[src/rtl/modramp_pkg.sv]
package modramp_pkg;
  typedef enum logic [1:0] {
    CMD_HOLD = 2'd0,
    CMD_UP   = 2'd1,
    CMD_DOWN = 2'd2
  } ramp_cmd_e;

  // Both or neither pressed: hold.
  function automatic ramp_cmd_e decode_cmd(input logic up, input logic dn);
    if (up && !dn)      return CMD_UP;
    else if (dn && !up) return CMD_DOWN;
    else                return CMD_HOLD;
  endfunction
endpackage

[src/rtl/mi_sync.sv]
module mi_sync #(
  parameter int W      = 2,
  parameter int STAGES = 2
) (
  input  logic         clk,
  input  logic         rst,
  input  logic [W-1:0] d,
  output logic [W-1:0] q
);
  logic [W-1:0] stg [STAGES];

  always_ff @(posedge clk) begin
    if (rst) stg[0] <= '0;
    else     stg[0] <= d;
  end

  for (genvar i = 1; i < STAGES; i++) begin : g_stage
    always_ff @(posedge clk) begin
      if (rst) stg[i] <= '0;
      else     stg[i] <= stg[i-1];
    end
  end

  assign q = stg[STAGES-1];
endmodule

[src/rtl/mi_tick.sv]
module mi_tick #(
  parameter int DIV = 5000000
) (
  input  logic clk,
  input  logic rst,
  output logic tick
);
  localparam int CW = (DIV > 1) ? $clog2(DIV) : 1;
  localparam logic [CW-1:0] LAST = CW'(DIV - 1);

  logic [CW-1:0] cnt;

  always_ff @(posedge clk) begin
    if (rst)              cnt <= '0;
    else if (cnt == LAST) cnt <= '0;
    else                  cnt <= cnt + 1'b1;
  end

  assign tick = (cnt == LAST);
endmodule

[src/rtl/mi_level.sv]
module mi_level
  import modramp_pkg::*;
#(
  parameter int OFF_W   = 17,
  parameter int CNT_W   = 8,
  parameter int STEPS   = 256,
  parameter int STEP    = 271,
  parameter int OFF_MAX = 69444
) (
  input  logic             clk,
  input  logic             rst,
  input  logic             tick,
  input  ramp_cmd_e        cmd,
  output logic [OFF_W-1:0] offset,
  output logic [CNT_W-1:0] step_cnt
);
  localparam int LVL_W = $clog2(STEPS + 1);
  localparam logic [LVL_W-1:0] LVL_TOP  = LVL_W'(STEPS);
  localparam logic [LVL_W-1:0] LVL_PRE  = LVL_W'(STEPS - 1);
  localparam logic [OFF_W-1:0] OFF_STEP = OFF_W'(STEP);
  localparam logic [OFF_W-1:0] OFF_FULL = OFF_W'(OFF_MAX);
  localparam logic [OFF_W-1:0] OFF_GRID = OFF_W'((STEPS - 1) * STEP);
  localparam int CNT_CAP = (1 << CNT_W) - 1;

  logic [LVL_W-1:0] lvl, lvl_nxt;
  logic [OFF_W-1:0] off_nxt;

  always_comb begin
    lvl_nxt = lvl;
    off_nxt = offset;
    if (tick) begin
      unique case (cmd)
        CMD_UP: if (lvl != LVL_TOP) begin
          lvl_nxt = lvl + 1'b1;
          off_nxt = (lvl == LVL_PRE) ? OFF_FULL : offset + OFF_STEP;
        end
        CMD_DOWN: if (lvl != '0) begin
          lvl_nxt = lvl - 1'b1;
          off_nxt = (lvl == LVL_TOP) ? OFF_GRID : offset - OFF_STEP;
        end
        default: ;
      endcase
    end
  end

  always_ff @(posedge clk) begin
    if (rst) begin
      lvl      <= '0;
      offset   <= '0;
      step_cnt <= '0;
    end else begin
      lvl      <= lvl_nxt;
      offset   <= off_nxt;
      step_cnt <= (int'(lvl_nxt) > CNT_CAP) ? CNT_W'(CNT_CAP) : CNT_W'(lvl_nxt);
    end
  end
endmodule

[src/rtl/modramp_ctl.sv]
module modramp_ctl
  import modramp_pkg::*;
#(
  parameter int TICK_DIV = 5000000,
  parameter int OFF_W    = 17,
  parameter int CNT_W    = 8,
  parameter int STEPS    = 256,
  parameter int STEP     = 271,
  parameter int OFF_MAX  = 69444,
  parameter int SYNC_N   = 2
) (
  input  logic             clk,
  input  logic             rst,
  input  logic             btn_up,
  input  logic             btn_dn,
  output logic [OFF_W-1:0] offset,
  output logic [CNT_W-1:0] step_cnt
);
  logic [1:0] btn_s;
  logic       tick;
  ramp_cmd_e  cmd;

  mi_sync #(.W(2), .STAGES(SYNC_N)) u_sync (
    .clk(clk), .rst(rst), .d({btn_dn, btn_up}), .q(btn_s)
  );

  mi_tick #(.DIV(TICK_DIV)) u_tick (
    .clk(clk), .rst(rst), .tick(tick)
  );

  assign cmd = decode_cmd(btn_s[0], btn_s[1]);

  mi_level #(
    .OFF_W(OFF_W), .CNT_W(CNT_W), .STEPS(STEPS),
    .STEP(STEP), .OFF_MAX(OFF_MAX)
  ) u_level (
    .clk(clk), .rst(rst), .tick(tick), .cmd(cmd),
    .offset(offset), .step_cnt(step_cnt)
  );
endmodule

[config.mk]
export PLATFORM = sky130hd
export DESIGN_NAME = modramp_ctl
export DESIGN_NICKNAME = d
export VERILOG_FILES = /design/src/rtl/modramp_pkg.sv /design/src/rtl/mi_sync.sv /design/src/rtl/mi_tick.sv /design/src/rtl/mi_level.sv /design/src/rtl/modramp_ctl.sv
export SDC_FILE = /design/constraint.sdc
export NUM_CORES = 1
export LEC_CHECK = 0
export BUFFER_PORTS_ARGS = -buffer_cell sky130_fd_sc_hd__buf_2
export CAP_MARGIN = 10
export CORE_ASPECT_RATIO = 1.2
export CORE_MARGIN = 10
export CORE_UTILIZATION = 60
export DETAILED_ROUTE_END_ITERATION = 16
export MAX_ROUTING_LAYER = met4
export PLACE_DENSITY = 0.8
export SKIP_LAST_GASP = 1
export SYNTH_ARGS = -nofsm -noshare
export SYNTH_HDL_FRONTEND = slang
export SYNTH_SLANG_ARGS = --single-unit
[constraint.sdc]
create_clock -name clk -period 3.8 [get_ports clk]
set_clock_uncertainty 0.15 [all_clocks]
set_input_delay 0.19 -clock clk [delete_from_list [all_inputs] [get_ports clk]]
set_output_delay 0.19 -clock clk [all_outputs]
set_load 0.03 [all_outputs]
After elaboration in Yosys (flattened, before gate mapping). Memory sizes are Yosys's and may differ from the RTL's. Cells that the tools add are included.

Memories: 1. Latch bits: 0. Bits in writable memories: 4. Register bits: 57. Memory bits (read-only): 0. Bits of input ports: 4. Word-level logic and storage cells: 46.

Memory list: u_sync.stg (words 2, width 2, read ports 2, clocked after memory_dff 0, wr ports 2, line mi_sync.sv:10) `logic [W-1:0] stg [STAGES];`.

Mux-type cells: 17. Multiply operators: 0. Bitwise operators: 2. $add $sub $neg: 5. Magnitude comparators: 1. Reductions and logical operators: 8. Equality and inequality tests: 8. Divide/modulo/power cells: 0. Shift operators: 0.

Operators by type and width (count): 2-to-1 mux 17 bit (4); one-hot mux 17 bit (2 select lines) (1); 2-to-1 mux 9 bit (3); adder 23 x 1 -> 23 bit, second input constant (1); == test 23 bit, second input constant (1); one-hot mux 9 bit (2 select lines) (1); adder 17 x 9 -> 17 bit, second input constant (1); subtractor 17 x 9 -> 17 bit, second input constant (1); adder 9 x 1 -> 9 bit, second input constant (1); == test 9 x 8 -> 1 bit, second input constant (1); == test 9 bit, second input constant (1); greater-than comparator 9 x 8 -> 1 bit, second input constant (1); != test 9 bit, second input constant (1); nonzero test 9 bit (1); subtractor 9 x 1 -> 9 bit, second input constant (1); 2-to-1 mux 2 bit (4); 2-to-1 mux 8 bit (1); != test 2 x 1 -> 1 bit, second input constant (2); AND reduction 4 bit (1); 2-to-1 mux 1 bit (3); == test 2 x 1 -> 1 bit, second input constant (1); == test 2 bit, second input constant (1); logical AND 1 bit (2); zero test 1 bit (2); 3 further kinds (4).

Logic depth before layout (Yosys ltp). Gate-level depths: netlist (run 1).

Word-level depth: 9. Mapped depth: 11. Gate-level depth less buffers: 9.

Cells and area by module. Synthesis (run 1) repeated with hierarchy kept, for this count alone.

Cell total of the unflattened synthesis: 462. Area total of the unflattened synthesis: 3772.4 µm².

By module, submodules not included: mi_level (cells each 328, instances 1, sequential area each 680.7 µm², area an instance 2522.4 µm²); mi_tick (cells each 124, instances 1, sequential area each 460.4 µm², area an instance 1129.8 µm²); mi_sync (cells each 8, instances 1, sequential area each 80.1 µm², area an instance 105.1 µm²); modramp_ctl (cells each 2, instances 1, sequential area each 0.0 µm², area an instance 15.0 µm²).

Least setup slack after synthesis (run 1). No wires, ideal clock.

Path type: register to register. Start point: register u_tick.cnt[7]. End point: register u_level.step_cnt[5]. Arrival time: 2336 ps. Cell stages (with the launch flop): 7. Data required time: 3530 ps. Setup time: 120 ps. Slack: 1194 ps. Path buffers: 0. Period minus slack after synthesis: 2606 ps. Cell sequence: dfxtp_1 or4b_1 or4_4 nor4_4 a21boi_2 o31a_1 or2_1.

Longest elaborated chain between the ends: 4.

RTL lines: from (decl) (line mi_tick.sv:11) `logic [CW-1:0] cnt;`; from (signal assigned) (line mi_tick.sv:16) `else cnt <= cnt + 1'b1;`; == test 23 bit * (line mi_tick.sv:19) `assign tick = (cnt == LAST);`; 2-to-1 mux 9 bit * (line mi_level.sv:31) `if (tick) begin`; greater-than comparator 9 x 8 -> 1 bit (line mi_level.sv:54) `step_cnt <= (int'(lvl_nxt) > CNT_CAP) ? CNT_W'(CNT_CAP) : CNT_W'(lvl_nxt);`; 2-to-1 mux 8 bit * (line mi_level.sv:54); to (signal assigned) (line mi_level.sv:54); to (decl) (line mi_level.sv:15) `output logic [CNT_W-1:0] step_cnt`.

Every way passes the cells marked *; elsewhere a longest branch is shown, timed or not. A chain may end at the register's enable or synchronous reset.

Worst setup path in the final report (run 1).
Start point: register u_tick.cnt[6]. End point: register u_level.offset[11].

Longest elaborated chain between the ends: 2.

RTL lines: == test 23 bit (line mi_tick.sv:19); AND reduction 4 bit (no line); to (signal assigned) (line mi_level.sv:53) `offset <= off_nxt;`; to (decl) (line mi_level.sv:14) `output logic [OFF_W-1:0] offset,`.

Every way passes these cells.

==> metrics.txt, run 1 <==
max_cap viols=0; setup TNS=0 ns; cells on worst reg2reg path=5; final hold slack=0.190 ns; Req. time, crit path=3.88 ns; largest family of logic cells by synthesized area=simple AND/OR/NAND/NOR gates; Main synth FF type=dfxtp_1; Hold Path End=u_level.offset[9]; hold buffer count at cts=2; Slew Limit Fails=0; cell type with the largest total area after synthesis=dfxtp_1; power density over the cells=between 300 and 400 nW/um^2; DR WL/cell=15.7 um; vias in the first global route=3,157; sequential fraction of the synthesis area=34.2%; Post-CTS Resized=0; compound-gate portion of the synthesized area=a little over a fifth; status=completed; initial antenna violation count=0; post-synth cell types=66; post-synthesis xor/xnor area fraction=6.62%; Die W=approximately 90 um; Synth top area share=34.2%; total track usage=18.5%; Non-Filler Instances=about 550; simple-gate portion of the synthesized area=29.7%; Setup crit end kind=flip-flop; Post-Syn Nets=around 470; drt drc=0; register area=about 1200 sq um; Hold Crit Start=rst; global placement routability congestion=approximately 0.95; H-tree depth=3; Row Count=30; dpl hpwl=~6000 um; area grow syn2layout=8.86%; Min Clock Period, post-route=3.11 ns; maximum VDD drop=0.283 mV; Post-Synthesis Cells=between 400 and 500; hold path depth=2; largest net degree at the start of global routing=28; Layout fillers=499; routed wire length=8690 um; Antenna diodes=0; post-synthesis mux area share=0.280%; CP Class=flip-flop to flip-flop; fmax=0.321 GHz; placed insts=538; share of cells above drive strength 1=13.9%; FF-to-FF Start=u_tick.cnt[6]; top post-synthesis cells by area=dfxtp_1, nor2_1, a21oi_1; Vias/cell=6.24; Clk Latency, worst-skew pair=0.35 ns; multi-input combinational cell area=2170 sq um; Worst setup startpoint=u_tick.cnt[6]; Worst-path clk slew=0.07 ns; Post-Synth Adder-Cell Area=under 10%; initial drt markers=344; via count=between 3k and 4k; area of placed instances=3700 sq um; # port buffers=28; core area=5710 sq um; clock buffer depth=2; endpoints failing hold=0; #FFs+latches synth=61; total grt overflow=0; root buffer cell=clkbuf_8; FF-to-FF setup slack=slightly below 0.7 ns; CP Launch Type=flip-flop; post-route ant nets=0; CTS sink cnt=slightly above 60; Pre-antenna DRT Iters=5; nets=483; number of setup buffers added after CTS=0; fin crit share=81.9%; die area=roughly 9500 sq um; crit path DAT=3.19 ns; final instance area=a little under 4000 sq um; Top-Level Pins=29; Setup Viol. Count Final=0; slew margin rel.=between 30% and 40%; number of CTS-inserted buffers=9; die height=105 um; Worst Tran Pin Value=between 0.9 and 1 ns; Synth Warn #=0; Starting Density=62.6%; Mapped Avg Cell Area=a little under 8 sq um; RSZ-0062 raised after global routing=false; Async SR Flop Fraction=0%; TritonCTS clock tree=done; final core occ=between 60% and 70%; worst-path fanout max=21; Worst R2R End=u_level.offset[11]; P_leak=about 1.4 nW; Hold Crit Class=primary input to flip-flop; number of synthesized flops with an enable pin=0; Netlist Area Pre-Place=3570 sq um; first-pass GRT wire length=14,700 um
==> critical path: stages (launching register included) <==
cell	delay, ns
dfxtp_1	0.35
or4b_2	0.67
nor4_1	0.46
and3b_1	0.73
o21ai_0	0.19
a2111oi_0	0.43
==> kinds of logic (layout without fill, tap and decap cells) <==
family	count (synthesis)	in the layout
simple gates	199	199
compound gates	115	115
flops	61	61
buf+inv	48	63
xor+xnor	27	27
fa+ha+maj	8	8
mux	1	1
==> Yosys cell counts, drive strengths merged (4+ instances only) <==
master	n
a211oi	6
a21oi	34
and3	7
buf	7
clkbuf	23
dfxtp	61
ha	8
inv	18
nand2	42
nand3	20
nand4	6
nor2	48
nor2b	6
nor3	16
nor4	11
o21ai	31
o22ai	4
o311ai	4
or2	11
or4	9
or4b	4
xnor2	13
xor2	14
==> state kept, by name, summed over array words and instances, names as in the netlist <==
signal	count
u_level.lvl	9
u_level.offset	17
u_level.step_cnt	8
u_tick.cnt	23
u_sync.stg	4
==> cell usage in the layout (no fill, tap or decap), types with 14 or more instances in the layout <==
cell     netlist  routed
inv_1         18      18
buf_2          4      28
nand2_1       42      42
xor2_1        14      14
o21ai_0       27      27
nor3_1        16      16
dfxtp_1       61      61
nand3_1       20      20
nor2_1        48      48
a21oi_1       32      32
==> metrics by stage <==
stage / power [mW] / setup WS (ns)
after CTS: 1.20 / 0.743
final: 1.19 / 0.689
after global placement: 0.706 / 0.897
after floorplan: 0.696 / 1.19
after detailed placement: 0.707 / 0.758
after global routing: 1.23 / 0.525
==> how the worst max path moves through the flow <==
stage                                      to  slack, ns  cells past startpoint
final                      u_level.offset[11]       0.69                      5
after CTS                  u_level.offset[11]       0.74                      5
after detailed placement   u_level.offset[11]       0.76                      5
after global routing       u_level.offset[11]       0.52                      5
after global placement     u_level.offset[11]       0.90                      5
after floorplan           u_level.step_cnt[5]       1.19                      6
==> report_power, final <==
| group | internal [mW] | switching (mW) |
|---|---|---|
| Clock | 0.263 | 0.236 |
| Sequential | 0.644 | 0.00286 |
| Combinational | 0.0160 | 0.0322 |
==> layout make-up <==
type / instances / area share, %
Sequential cell: 61 / 31.4
Tap cell: 80 / 2.57
Clock inverter: 2 / 0.257
Timing Repair Buffer: 31 / 4.31
Multi-Input combinational cell: 350 / 55.7
Inverter: 18 / 1.74
Clock buffer: 12 / 3.99
==> per-layer routing <==
metal / share of wire, % / track usage (%) / routed length (um) / vias to the layer above
li1: - / - / - / 1688
met1: 42 / 21.0 / 3630 / 1613
met2: 49 / 30.2 / 4300 / 130
met3: 6.3 / 3.97 / 548 / 26
met4: 2.5 / 8.88 / 213 / 0
met5: 0 / - / 0 / -
Note: power is estimated with default switching activity, not from simulation.
==> run 2: changes to the inputs <==
--- a/config.mk
+++ b/config.mk
@@ -5,14 +5,15 @@
 export SDC_FILE = /design/constraint.sdc
 export NUM_CORES = 1
 export LEC_CHECK = 0
+export ABC_AREA = 1
 export BUFFER_PORTS_ARGS = -buffer_cell sky130_fd_sc_hd__buf_2
 export CAP_MARGIN = 10
 export CORE_ASPECT_RATIO = 1.2
 export CORE_MARGIN = 10
-export CORE_UTILIZATION = 60
+export CORE_UTILIZATION = 55
 export DETAILED_ROUTE_END_ITERATION = 16
 export MAX_ROUTING_LAYER = met4
-export PLACE_DENSITY = 0.8
+export PLACE_DENSITY = 0.77
 export SKIP_LAST_GASP = 1
 export SYNTH_ARGS = -nofsm -noshare
 export SYNTH_HDL_FRONTEND = slang
==> constraint.sdc (replaced) <==
create_clock -name clk -period 2.7 [get_ports clk]
set_clock_uncertainty 0.15 [all_clocks]
set_input_delay 0.135 -clock clk [delete_from_list [all_inputs] [get_ports clk]]
set_output_delay 0.135 -clock clk [all_outputs]
set_load 0.03 [all_outputs]
==> run 2 against run 1 <==
Final cell count grew 34%. Via count rose by 19%. Sequential power rose by 40%. Clock power up 88%. Combinational power rose by 25%. Setup slack lost 0.30 ns.
==> metrics.txt, run 2 <==
#FFs+latches synth=61 (unchanged); drt drc=0 (unchanged); delay of the slowest cell on the worst path=0.50 ns (was 0.73 ns); Netlist Area Pre-Place=3870 sq um (was 3570 sq um); total grt overflow=0 (unchanged); CP Class=flip-flop to flip-flop (unchanged); final core occ=62.9% (was 68.2%); nets=664 (was 483); Min Clock Period, post-route=2.31 ns (was 3.11 ns); Vias/cell=5.55 (was 6.24); fmax=0.434 GHz (was 0.321 GHz); fin crit share=85.4% (was 81.9%); Post-Synthesis Cells=625 (was 459); Antenna diodes=0 (unchanged); Layout fillers=624 (was 499); largest net degree at the start of global routing=21 (was 28); Worst-path clk slew=0.08 ns (was 0.07 ns); critical path's top delay family=simple AND/OR/NAND/NOR gates (unchanged); worst-path fanout max=14 (was 21); # port buffers=28 (unchanged); Top-Level Pins=29 (unchanged); total track usage=19.1% (was 18.5%); routed wire length=9950 um (was 8690 um); setup TNS=0 ns (unchanged); Setup Viol. Count Final=0 (unchanged); top post-synthesis cells by area=dfxtp_1, nand2_1, nand3_1 (was dfxtp_1, nor2_1, a21oi_1); number of stages on the worst setup path=12 (was 5); number of synthesized flops with an enable pin=0 (unchanged); Synth top area share=31.6% (was 34.2%); Async SR Flop Fraction=0% (unchanged); RSZ-0062 raised after global routing=false (unchanged); cells on worst reg2reg path=12 (was 5); final hold slack=0.0661 ns (was 0.190 ns); sequential fraction of the synthesis area=31.6% (was 34.2%); synth cell count leaders=nand2_1, nor2_1, inv_1, nand3_1, dfxtp_1 (was dfxtp_1, nor2_1, nand2_1, a21oi_1, o21ai_0); Synth Warn #=0 (unchanged); endpoints failing hold=0 (unchanged); share of cells above drive strength 1=11.9% (was 13.9%); Req. time, crit path=2.79 ns (was 3.88 ns); slowest CP cell=nor2_2 (was and3b_1); Setup crit end kind=flip-flop (unchanged); first-pass GRT wire length=16,800 um (was 14,700 um); H-tree depth=3 (unchanged); status=completed (unchanged); Clk Latency, worst-skew pair=0.35 ns (about the same); power density over the cells=442 nW/um^2 (was 307 nW/um^2); area of placed instances=4060 sq um (was 3700 sq um); die area=10,800 sq um (was 9450 sq um); post-synth cell types=35 (was 66); max_cap viols=0 (unchanged); core area=6850 sq um (was 5710 sq um); Hold Crit Class=primary input to flip-flop (unchanged); leading cell type in the layout, fill and taps excluded=nand2_1 (was dfxtp_1); maximum VDD drop=0.310 mV (was 0.283 mV); Pre-antenna DRT Iters=5 (unchanged); hold path depth=3 (was 2); crit path DAT=2.40 ns (was 3.19 ns); Row Count=33 (was 30); post-route ant nets=0 (unchanged); CTS sink cnt=61 (unchanged); DR WL/cell=13.4 um (was 15.7 um); Starting Density=56.4% (was 62.6%); critical path's most frequent cell=nand2_1; via count=4,131 (was 3,457); Non-Filler Instances=744 (was 554); Worst Tran Pin Value=0.626 ns (was 0.960 ns); biggest registers after layout=u_tick.cnt (23), u_level.offset (17), u_level.lvl (9) (unchanged); Worst Path Buf+Inv=1 (was 0); largest reg by FF count=u_tick.cnt (unchanged); post-place setup slack=0.174 ns (was 0.758 ns); max reg flops=23 (unchanged); clock buffer depth=2 (unchanged); number of CTS-inserted buffers=9 (unchanged); Overall Power=1.91 mW (was 1.19 mW); TritonCTS clock tree=done (unchanged); cell type with the largest total area after synthesis=dfxtp_1 (unchanged); CP Launch Type=flip-flop (unchanged); number of setup buffers added after CTS=0 (unchanged); die height=112 um (was 105 um); placed insts=726 (was 538); root buffer cell=clkbuf_8 (unchanged); slack of the critical path=0.393 ns (was 0.689 ns); FF-to-FF setup slack=0.39 ns (was 0.69 ns); final instance area=4310 sq um (was 3890 sq um); global placement routability congestion=0.953 (was 0.945); Mapped Avg Cell Area=6.19 sq um (was 7.78 sq um); slew margin rel.=58.2% (was 35.8%); Post-Syn Nets=637 (was 471); P_leak=1.96 nW (was 1.44 nW); Die W=96.6 um (was 90.4 um); dpl hpwl=7190 um (was 6020 um); commonest cells after routing, fill and taps aside=nand2_1, nor2_1, inv_1 (was dfxtp_1, nor2_1, nand2_1); initial antenna violation count=0 (unchanged); Slew Limit Fails=0 (unchanged); Main synth FF type=dfxtp_1 (unchanged); initial drt markers=282 (was 344); area grow syn2layout=11.4% (was 8.86%); vias in the first global route=3,852 (was 3,157); most frequent cell after synthesis=nand2_1 (was dfxtp_1); Cell Chain, Critical Path=ha_1 > nand2_1 > nor2_1 > inv_1 > nor3_1 > ha_1 > nor2_2 > nand2_1 > o22ai_1 > nand2_1 > o21ai_1 > nor2_1 (was or4b_2 > nor4_1 > and3b_1 > o21ai_0 > a2111oi_0)
run 2: cell type report:
cell class	count	area (sq um)	share of cell area, %
clock buffers	9	124	2.87
clock inverters	7	98.8	2.29
inverters	82	308	7.14
multi-input cells	463	2250	52.2
flip-flops and latches	61	1220	28.3
well taps	87	109	2.53
repair buffers	35	198	4.59
run 2: logic make-up after synthesis:
| kind of cell | share of synthesized area [%] |
|---|---|
| xor gates and xnor gates | 2.49 |
| DFF | 31.6 |
| and+or+nand+nor | 42.7 |
| AOI/OAI and AO/OA | 10.4 |
| buffers and inverters | 10.3 |
| adders and majority gates | 2.59 |
run 2: worst min-delay path: cells and delay by family:
kind / cells / cell delay [ns]
AOI/OAI and AO/OA: 1 / 0.04
buffers and inverters: 2 / 0.34
run 2: where the power goes:
group | internal (mW) | switching, mW
registers | 0.905 | 0.00340
clock network | 0.524 | 0.413
logic | 0.0196 | 0.0404
run 2: path summary, 6_finish.rpt:
kind                                      endpoint        startpoint
worst max-delay path             u_level.offset[8]    u_level.lvl[0]
worst min-delay path            u_level.offset[10]               rst
worst max register to register   u_level.offset[8]    u_level.lvl[0]
worst min register to register    u_sync.stg[1][0]  u_sync.stg[0][0]
run 2: what timing repair did:
item	in CTS	in global routing
setup endpoints to repair	0	4
resized for setup	0	1
hold buffers	2	0
hold endpoints to repair	2	0
run 2: layer usage:
| layer | vias to the layer above | routed length (um) | track usage, % |
|---|---|---|---|
| met5 | - | 0 | - |
| met4 | 0 | 262 | 10.5 |
| met3 | 23 | 518 | 3.02 |
| met2 | 149 | 4940 | 31.6 |
| met1 | 1874 | 4230 | 21.1 |
| li1 | 2085 | - | - |
==> run 3: changes to the inputs <==
--- a/config.mk
+++ b/config.mk
@@ -10,11 +10,11 @@
 export CAP_MARGIN = 10
 export CORE_ASPECT_RATIO = 1.2
 export CORE_MARGIN = 10
-export CORE_UTILIZATION = 55
+export CORE_UTILIZATION = 30
 export DETAILED_ROUTE_END_ITERATION = 16
 export MAX_ROUTING_LAYER = met4
-export PLACE_DENSITY = 0.77
 export SKIP_LAST_GASP = 1
 export SYNTH_ARGS = -nofsm -noshare
 export SYNTH_HDL_FRONTEND = slang
+export SYNTH_HIERARCHICAL = 1
 export SYNTH_SLANG_ARGS = --single-unit
==> run 3 against run 2 <==
Combinational power increased by 9.0%. First-iteration DRC count fell by 0.71%. Sequential cell count is the same. Synthesized cell count grew 2.2%. Critical endpoint is now u_level/offset[6].
==> metrics.txt, run 3 <==
Slew Limit Fails=0 (unchanged); Clk Latency, worst-skew pair=0.33 ns (was 0.35 ns); CP Launch Type=flip-flop (unchanged); compound-gate portion of the synthesized area=11.8% (was 10.4%); Post-Synth Adder-Cell Area=2.78% (was 2.59%); H-tree depth=3 (unchanged); routed wire length=11,100 um (was 9950 um); Worst R2R End=u_level/offset[6] (was u_level.offset[8]); Starting Density=30.7% (was 56.4%); Post-Synthesis Cells=639 (was 625); root buffer cell=clkbuf_16 (was clkbuf_8); post-synthesis xor/xnor area fraction=3.24% (was 2.49%); maximum VDD drop=0.334 mV (was 0.310 mV); post-synth cell types=35 (unchanged); Top-Level Pins=29 (unchanged); global placement routability congestion=0.891 (was 0.953); Req. time, crit path=2.78 ns (was 2.79 ns); vias in the first global route=3,886 (was 3,852); dpl hpwl=8240 um (was 7190 um); top post-synthesis cells by area=dfxtp_1, nand2_1, nand3_1 (unchanged); synth cell count leaders=nand2_1, inv_1, nor2_1, nand3_1, dfxtp_1 (was nand2_1, nor2_1, inv_1, nand3_1, dfxtp_1); setup TNS=0 ns (unchanged); Worst Tran Pin Value=0.532 ns (was 0.626 ns); TritonCTS clock tree=done (unchanged); largest reg by FF count=u_tick/cnt (was u_tick.cnt); final instance area=4740 sq um (was 4310 sq um); commonest cells after routing, fill and taps aside=nand2_1, inv_1, nor2_1 (was nand2_1, nor2_1, inv_1); max_cap viols=0 (unchanged); clock buffer depth=2 (unchanged); CP Class=flip-flop to flip-flop (unchanged); share of cells above drive strength 1=14.6% (was 11.9%); drt drc=0 (unchanged); largest family of logic cells by synthesized area=simple AND/OR/NAND/NOR gates (unchanged); FF-to-FF Start=u_level/lvl[0] (was u_level.lvl[0]); #FFs+latches synth=61 (unchanged); Netlist Area Pre-Place=4060 sq um (was 3870 sq um); Post-Syn Nets=652 (was 637); cell type with the largest total area after synthesis=dfxtp_1 (unchanged); Min Clock Period, post-route=2.35 ns (was 2.31 ns); Worst-path clk slew=0.05 ns (was 0.08 ns); DR WL/cell=13.1 um (was 13.4 um); Overall Power=2.12 mW (was 1.91 mW); FF-to-FF setup slack=0.35 ns (was 0.39 ns); slew margin rel.=64.4% (was 58.2%); fin crit share=86.9% (was 85.4%); endpoints failing hold=0 (unchanged); number of synthesized flops with an enable pin=0 (unchanged); Hold Crit Class=primary input to flip-flop (unchanged); initial drt markers=280 (was 282); Async SR Flop Fraction=0% (unchanged); total track usage=12.3% (was 19.1%); Mapped Avg Cell Area=6.35 sq um (was 6.19 sq um); # port buffers=28 (unchanged); post-place setup slack=0.0915 ns (was 0.174 ns); CTS sink cnt=61 (unchanged); total grt overflow=0 (unchanged); Pre-antenna DRT Iters=6 (was 5); simple-gate portion of the synthesized area=41.4% (was 42.7%); die height=147 um (was 112 um); via count=4,156 (was 4,131); RSZ-0062 raised after global routing=false (unchanged); Setup crit end kind=flip-flop (unchanged); number of setup buffers added after CTS=0 (unchanged); area grow syn2layout=16.9% (was 11.4%); max reg flops=23 (unchanged); crit path DAT=2.42 ns (was 2.40 ns); power density over the cells=447 nW/um^2 (was 442 nW/um^2); nets=692 (was 664); most frequent cell after synthesis=nand2_1 (unchanged); number of CTS-inserted buffers=9 (unchanged); Worst setup startpoint=u_level/lvl[0] (was u_level.lvl[0]); Main synth FF type=dfxtp_1 (unchanged); cells on worst reg2reg path=13 (was 12); Row Count=46 (was 33); P_leak=2.11 nW (was 1.96 nW); initial antenna violation count=0 (unchanged); worst-path fanout max=7 (was 14); first-pass GRT wire length=18,500 um (was 16,800 um); area of placed instances=4410 sq um (was 4060 sq um); Synth top area share=30.1% (was 31.6%); Setup Viol. Count Final=0 (unchanged); post-synthesis mux area share=0% (unchanged); largest net degree at the start of global routing=24 (was 21); Synth Warn #=6 (was 0); slack of the critical path=0.353 ns (was 0.393 ns); final hold slack=0.0940 ns (was 0.0661 ns); Vias/cell=4.88 (was 5.55); CP endpoint=u_level/offset[6] (was u_level.offset[8]); die area=18,600 sq um (was 10,800 sq um); sequential fraction of the synthesis area=30.1% (was 31.6%); Die W=126 um (was 96.6 um); Antenna diodes=0 (unchanged); status=completed (unchanged); fmax=0.426 GHz (was 0.434 GHz); biggest registers after layout=u_tick/cnt (23), u_level/offset (17), u_level/lvl (9) (was u_tick.cnt (23), u_level.offset (17), u_level.lvl (9)); leading cell type in the layout, fill and taps excluded=nand2_1 (unchanged); post-route ant nets=0 (unchanged); core area=13,200 sq um (was 6850 sq um)
-- run 3: cell types whose count changed after synthesis, sizes merged, moves of 3 or more --
cell	before	now
a21oi	32	37
clkbuf	8	5
inv	81	91
nand3	72	79
nand3b	5	1
nand4	22	13
nor2	82	98
nor3	13	9
o21ai	38	42
or2	8	1
-- run 3: area by class of cell --
type	instances	area, sq um
Clock buffer	12	246
Sequential cell	61	1220
Multi-Input combinational cell	473	2420
Timing Repair Buffer	43	258
Tap cell	168	210
Clock inverter	4	47.5
Inverter	91	342
Fill cell	1480	8500
-- run 3: logic make-up after synthesis --
kind of cell    Yosys count
buf+inv                 105
compound gates           87
xor+xnor                 15
simple gates            362
fa+ha+maj                 9
flops                    61
-- run 3: how the worst min path moves through the flow --
stage | to | cells past startpoint | start
after floorplan | u_sync/stg[0][0] | 1 | rst
after global placement | u_sync/stg[0][0] | 3 | btn_up
after detailed placement | u_sync/stg[0][0] | 3 | btn_up
after CTS | u_level/offset[4] | 3 | rst
after global routing | u_level/offset[4] | 3 | rst
final | u_level/offset[4] | 3 | rst
-- run 3: per-layer routing --
| metal | track usage (%) | up-vias | wire length [um] |
|---|---|---|---|
| li1 | - | 2129 | - |
| met1 | 14.0 | 1899 | 5110 |
| met2 | 20.2 | 111 | 5410 |
| met3 | 3.11 | 17 | 402 |
| met4 | 5.02 | 0 | 217 |
| met5 | - | - | 0 |
-- run 3: critical path, cell delays in order, from the launching register on --
cell     delay (ns)
dfxtp_1        0.31
ha_1           0.22
nand3_1        0.10
nor2_1         0.06
inv_1          0.08
nor3_1         0.06
ha_1           0.19
nor2_1         0.41
buf_4          0.24
o21ai_0        0.09
a21oi_1        0.13
a21oi_1        0.06
nor2_1         0.09
nor2_1         0.05
-- run 3: timing repair --
item	in CTS	in global routing
resized for setup	0	3
hold buffers	2	0
endpoints found under the hold margin	2	0
endpoints found under the setup margin	0	11
-- run 3: stage by stage --
| stage | utilization, % | cells |
|---|---|---|
| final | 35.8 | 852 |
| after global routing | 35.8 | 852 |
| after CTS | 35.7 | 852 |
| after detailed placement | 33.3 | 834 |
| after global placement | 33.3 | 834 |
| after floorplan | - | 639 |
-- run 3: power breakdown --
part | internal [mW] | switching, mW | leakage, nW
registers | 0.908 | 0.00484 | 0.493
logic | 0.0201 | 0.0454 | 1.47
clock network | 0.736 | 0.404 | 0.143
